## src/rtl/grey_scan565.sv

```systemverilog
module grey_scan565 #(
  parameter int H_PIX = 128,
  parameter int V_LINES = 64,
  localparam int BPL = H_PIX / 2,
  localparam int NBYTES = BPL * V_LINES,
  localparam int AW = $clog2(NBYTES),
  localparam int CW = $clog2(BPL)
) (
  input  logic          clk,
  input  logic          rst_n,
  input  logic          frame_go,
  output logic          rd_en,
  output logic [AW-1:0] rd_addr,
  input  logic [7:0]    rd_byte,
  input  logic          px_ready,
  output logic          px_valid,
  output logic [15:0]   px_rgb,
  output logic          px_sol,
  output logic          px_sof,
  output logic          frame_done
);
  localparam logic [AW-1:0] LAST = AW'(NBYTES - 1);

  logic          run, rd_all, pend, done_q;
  logic          nxt_full, cur_full, lo_half;
  logic [7:0]    nxt_byte, cur_byte;
  logic [AW-1:0] rd_idx, out_idx;
  logic          fire, take, issue;
  logic [3:0]    grey;
  logic [4:0]    lvl;

  assign fire  = cur_full && px_ready;
  assign take  = nxt_full && (!cur_full || (lo_half && fire));
  assign issue = run && !rd_all && !pend && (!nxt_full || take);

  assign grey = lo_half ? cur_byte[3:0] : cur_byte[7:4];
  assign lvl  = {grey, grey[3]};

  assign px_rgb     = {lvl, lvl, lvl[4], lvl};
  assign px_valid   = cur_full;
  assign px_sol     = cur_full && !lo_half && (out_idx[CW-1:0] == '0);
  assign px_sof     = px_sol && (out_idx[AW-1:CW] == '0);
  assign rd_en      = issue;
  assign rd_addr    = rd_idx;
  assign frame_done = done_q;

  always_ff @(posedge clk) begin
    if (!rst_n) begin
      run      <= 1'b0;
      rd_all   <= 1'b0;
      pend     <= 1'b0;
      done_q   <= 1'b0;
      nxt_full <= 1'b0;
      cur_full <= 1'b0;
      lo_half  <= 1'b0;
      nxt_byte <= '0;
      cur_byte <= '0;
      rd_idx   <= '0;
      out_idx  <= '0;
    end else begin
      done_q <= 1'b0;
      pend   <= issue;

      if (!run && frame_go) begin
        run     <= 1'b1;
        rd_all  <= 1'b0;
        rd_idx  <= '0;
        out_idx <= '0;
      end

      if (issue) begin
        rd_idx <= rd_idx + 1'b1;
        if (rd_idx == LAST) rd_all <= 1'b1;
      end

      if (pend) begin
        nxt_byte <= rd_byte;
        nxt_full <= 1'b1;
      end else if (take) begin
        nxt_full <= 1'b0;
      end

      if (take) begin
        cur_byte <= nxt_byte;
        cur_full <= 1'b1;
        lo_half  <= 1'b0;
      end else if (fire) begin
        if (lo_half) cur_full <= 1'b0;
        else         lo_half  <= 1'b1;
      end

      if (fire && lo_half) begin
        out_idx <= out_idx + 1'b1;
        if (out_idx == LAST) begin
          run    <= 1'b0;
          done_q <= 1'b1;
        end
      end
    end
  end
endmodule

```

## config.mk

```make
export PLATFORM = sky130hd
export DESIGN_NAME = grey_scan565
export DESIGN_NICKNAME = d
export VERILOG_FILES = /design/src/rtl/grey_scan565.sv
export SDC_FILE = /design/constraint.sdc
export NUM_CORES = 1
export LEC_CHECK = 0
export CAP_MARGIN = 10
export CORE_MARGIN = 3
export CORE_UTILIZATION = 55
export CTS_CLUSTER_DIAMETER = 40
export DETAILED_ROUTE_END_ITERATION = 8
export PLACE_DENSITY = 0.93
export SLEW_MARGIN = 10
export SYNTH_ARGS = -nofsm -noshare
export SYNTH_HDL_FRONTEND = slang
export SYNTH_SLANG_ARGS = --single-unit
```

## constraint.sdc

```tcl
create_clock -name clk -period 2.7 [get_ports clk]
set_input_delay 0.405 -clock clk [delete_from_list [all_inputs] [get_ports clk]]
set_output_delay 0.405 -clock clk [all_outputs]
set_load 0.02 [all_outputs]
```

==> metrics.txt <==
# TYPE chip_impl_metric gauge
chip_impl_metric{name="post_cts_hold_buffer_count",unit=""} 0
chip_impl_info{name="crit_path_start",value="pend"} 1
chip_impl_metric{name="yosys.area_share.adder",unit="%"} 1.63
chip_impl_metric{name="avgViaCountPerCell",unit=""} 5.93
chip_impl_metric{name="number_of_pins_with_negative_max_slew_slack_in_the_final_report",unit=""} 0
chip_impl_metric{name="diodes",unit=""} 0
chip_impl_metric{name="wl_cell",unit="microns"} 15.7
chip_impl_metric{name="final_min_period_over_clock_period",unit="%"} 93.0
chip_impl_metric{name="dr_wl_met3",unit="microns"} 209
chip_impl_metric{name="routed_wl",unit="microns"} 5190
chip_impl_metric{name="ys_ff_latch",unit=""} 47
chip_impl_metric{name="timing.critical_path.required",unit="ns"} 2.30
chip_impl_metric{name="max_clock_freq",unit="GHz"} 0.398
chip_impl_metric{name="clock_insertion_delay_worst_skew",unit="ns"} 0.31
chip_impl_metric{name="grt_max_degree",unit=""} 25
chip_impl_metric{name="synth-seq-area-share",unit="%"} 41.0
chip_impl_metric{name="first_pass_iters",unit=""} 4
chip_impl_metric{name="dpl.hpwl",unit="microns"} 3490
chip_impl_metric{name="post-route-drc-count",unit=""} 0
chip_impl_metric{name="share_of_flip_flops_with_an_asynchronous_set_or_reset",unit="%"} 0
chip_impl_metric{name="post_cts_resize_count",unit=""} 0
chip_impl_metric{name="effective_utilization_at_floorplan",unit="%"} 60.0
chip_impl_metric{name="area_delta_synth_final",unit="%"} 20.3
chip_impl_metric{name="grt_first_pass_wirelength",unit="microns"} 8620
chip_impl_metric{name="cts_sinks",unit=""} 47
chip_impl_metric{name="maxCapViolCount",unit=""} 0
chip_impl_info{name="critPathLaunchType",value="register"} 1
chip_impl_metric{name="hold-path-cell-count",unit=""} 2
chip_impl_metric{name="syn-cell-area",unit="sq mm"} 0.00230
chip_impl_metric{name="routedLengthMet1",unit="microns"} 2200
chip_impl_metric{name="post_cts_setup_repair_buffer_count",unit=""} 0
chip_impl_metric{name="die-area",unit="sq mm"} 0.00499
chip_impl_metric{name="critical_path_peak_fanout",unit=""} 10
chip_impl_metric{name="sequential_cell_area",unit="sq um"} 941
chip_impl_metric{name="synth-xor-area-share",unit="%"} 0
chip_impl_metric{name="die_y",unit="microns"} 70.6
chip_impl_metric{name="worst_setup_hold_path_clk_slew",unit="ns"} 0.09
chip_impl_metric{name="fraction_of_synthesized_cell_area_taken_by_the_top_area_cell_type",unit="%"} 41.0
chip_impl_metric{name="syn_inst",unit=""} 254
chip_impl_metric{name="ant_nets",unit=""} 0
chip_impl_metric{name="number_of_warnings_reported_in_the_yosys_synthesis_log",unit=""} 0
chip_impl_info{name="criticalPathCategory",value="register to primary output"} 1
chip_impl_metric{name="power.ir.vdd_worst",unit="uV"} 350
chip_impl_metric{name="core",unit="sq mm"} 0.00383
chip_impl_metric{name="multi_input_comb_area",unit="sq mm"} 0.00117
chip_impl_metric{name="power_per_cell_area",unit="mW/mm^2"} 485
chip_impl_info{name="dominantRegCellSynth",value="dfxtp_1"} 1
chip_impl_metric{name="mappedNetlistNets",unit=""} 269
chip_impl_metric{name="detailroute.wirelength.met2",unit="microns"} 2710
chip_impl_metric{name="grt_pass1_vias",unit=""} 1847
chip_impl_metric{name="share_of_the_synthesized_area_in_compound_gates_ao_oa_aoi_oai",unit="%"} 14.7
chip_impl_info{name="clockRootBuffer",value="clkbuf_8"} 1
chip_impl_metric{name="final_critical_path_setup_slack",unit="ns"} 0.190
chip_impl_metric{name="grt_overflow_total",unit=""} 0
chip_impl_info{name="outcome",value="finished, final reports clean"} 1
chip_impl_metric{name="synth-edff-count",unit=""} 0
chip_impl_info{name="dr.max_layer_used",value="met4"} 1
chip_impl_metric{name="chipWidth",unit="microns"} 70.6
chip_impl_metric{name="ff2ff_path_depth",unit=""} 5
chip_impl_metric{name="gp_routability_congestion",unit=""} 0.869
chip_impl_metric{name="placement.io_buffers",unit=""} 44
chip_impl_metric{name="maxSlewHeadroom",unit="%"} 57.4
chip_impl_metric{name="final_period_minus_worst_setup_slack",unit="ns"} 2.51
chip_impl_metric{name="cellLeakagePower",unit="nW"} 1.04
chip_impl_metric{name="syn-mean-instance-area",unit="sq um"} 9.04
chip_impl_metric{name="transition_time_of_the_tightest_slew_check_pin",unit="ns"} 0.640
chip_impl_metric{name="timing.setup.tns",unit="ns"} 0
chip_impl_info{name="synth.cells.most_frequent",value="47 x dfxtp_1, 30 x nor2_1, 21 x mux2i_1, 16 x a21oi_1, 14 x nand3_1"} 1
chip_impl_metric{name="cts_buffer_depth",unit=""} 2
chip_impl_info{name="grt_setup_unrepaired",value="no"} 1
chip_impl_metric{name="skew",unit="ns"} 0.0112
chip_impl_metric{name="drt_iter0_markers",unit=""} 196
chip_impl_info{name="synth_most_common_cell",value="dfxtp_1"} 1
chip_impl_info{name="cts_tree",value="built"} 1
chip_impl_metric{name="cts-buffers-inserted",unit=""} 5
chip_impl_info{name="regToRegEndpoint",value="rd_addr[9]"} 1
chip_impl_metric{name="design.portCount",unit=""} 45
chip_impl_metric{name="critPathArrivalTime",unit="ns"} 2.11
chip_impl_info{name="hold_worst_path_end",value="cur_byte[3]"} 1
chip_impl_metric{name="synth_simple_gate_area_share",unit="%"} 23.5
chip_impl_info{name="ys_top_cells_by_area",value="dfxtp_1 41%, mux2i_1 9.2%, nor2_1 4.9%"} 1
chip_impl_info{name="hold_path_startpoint",value="cur_byte[3]"} 1
chip_impl_metric{name="nets",unit=""} 297
chip_impl_metric{name="routed-via-count",unit=""} 1958
chip_impl_info{name="timing.rr.start",value="pend"} 1
chip_impl_metric{name="place_ws",unit="ns"} 0.340
chip_impl_metric{name="cp_slowest_stage_delay",unit="ns"} 0.66
chip_impl_metric{name="final_layout_size_suffix_gt1_share",unit="%"} 6.74
chip_impl_metric{name="antenna_found_initial",unit=""} 0
chip_impl_metric{name="hold_violations",unit=""} 0
chip_impl_metric{name="global_route.usage.total",unit="%"} 21.1
chip_impl_info{name="critical_path.slowest_cell",value="clkdlybuf4s50_1"} 1
chip_impl_metric{name="fillers",unit=""} 281
chip_impl_info{name="cp_cell_sequence",value="or3b_4, a31oi_4, clkdlybuf4s50_1"} 1
chip_impl_info{name="synth_area_leader_cell",value="dfxtp_1"} 1
chip_impl_metric{name="ctsHtreeMaxLevel",unit=""} 2
chip_impl_metric{name="setup.reg_to_reg.worst_slack",unit="ns"} 0.70
chip_impl_info{name="synth_top_family_by_area",value="simple AND/OR/NAND/NOR gates"} 1
chip_impl_metric{name="synth_mux_area_share",unit="%"} 11.1
chip_impl_metric{name="total_setup_violations_reported_at_the_end_of_the_flow",unit=""} 0
chip_impl_metric{name="distinct_cell_type_count_after_synthesis",unit=""} 40
chip_impl_info{name="worstHoldPathType",value="register to register"} 1
chip_impl_metric{name="row_count",unit=""} 22
chip_impl_info{name="critical_path.endpoint_type",value="primary output"} 1
-- per-layer routing --
| layer | global-route usage, % | vias up |
|---|---|---|
| met5 | 0 | - |
| met4 | 6.89 | 0 |
| met3 | 3.55 | 8 |
| met2 | 36.9 | 47 |
| met1 | 26.6 | 938 |
| li1 | - | 965 |
-- power breakdown --
group,internal (mW),leakage [nW],switching [mW]
logic,0.0539,0.612,0.0620
clock network,0.271,0.0502,0.235
registers,0.704,0.380,0.0161
-- sequential cells by signal, summed over array words and instances, names as in the netlist --
name and cells:
out_idx 12, nxt_full 1, run 1, px_valid 1, pend 1, nxt_byte 8
cur_byte 8, frame_done 1, lo_half 1, rd_all 1, rd_addr 12
-- area by class of cell --
| class | count | share of cell area [%] |
|---|---|---|
| well taps | 48 | 2.17 |
| clock buffers | 5 | 2.49 |
| clock inverters | 2 | 1.36 |
| inverters | 4 | 0.543 |
| repair buffers | 48 | 17.0 |
| multi-input cells | 176 | 42.3 |
| flip-flops and latches | 47 | 34.1 |
-- cells by family after synthesis --
family                     count (synthesis)
and+or+nand+nor                          102
DFF                                       47
AOI/OAI and AO/OA                         46
buffers and inverters                     31
muxes                                     25
adders and majority gates                  3
-- per-stage QoR --
stage	instance area (sq um)	cells	utilization, %	total power, mW	hold WS (ns)
6_report	2760	330	72.2	1.34	0.496
2_1_floorplan	2300	254	-	0.807	0.451
3_3_place_gp	2660	323	69.4	0.845	0.469
4_1_cts	2760	330	72.2	1.35	0.502
3_5_place_dp	2660	323	69.4	0.848	0.481
5_1_grt	2760	330	72.2	1.38	0.531
-- placed cells by master, fill, tap and decap left out, types with 5 or more instances in the layout --
| cell type | synthesis | final |
|---|---|---|
| nand2b_1 | 10 | 10 |
| nand3_1 | 14 | 14 |
| and3_1 | 10 | 10 |
| mux2i_1 | 21 | 21 |
| clkdlybuf4s50_1 | 0 | 44 |
| dfxtp_1 | 47 | 47 |
| a21oi_1 | 16 | 16 |
| nand2_1 | 12 | 12 |
| clkbuf_8 | 0 | 5 |
| a311oi_1 | 7 | 7 |
| nand4_1 | 7 | 7 |
| nor2_1 | 30 | 30 |
-- worst max-delay path, delay by kind of cell, from the launching register on --
kind,cells,cell delay [ns]
AOI/OAI and AO/OA,1,0.17
and+or+nand+nor,1,0.48
DFF,1,0.49
buffers and inverters,1,0.66
-- worst max-delay path by stage --
stage                  end  cells after the start
finish               rd_en                      3
global placement     rd_en                      4
CTS                  rd_en                      3
floorplan           px_sof                      4
detailed placement   rd_en                      4
global route        px_sof                      5
(Power assumes the default switching activity.)
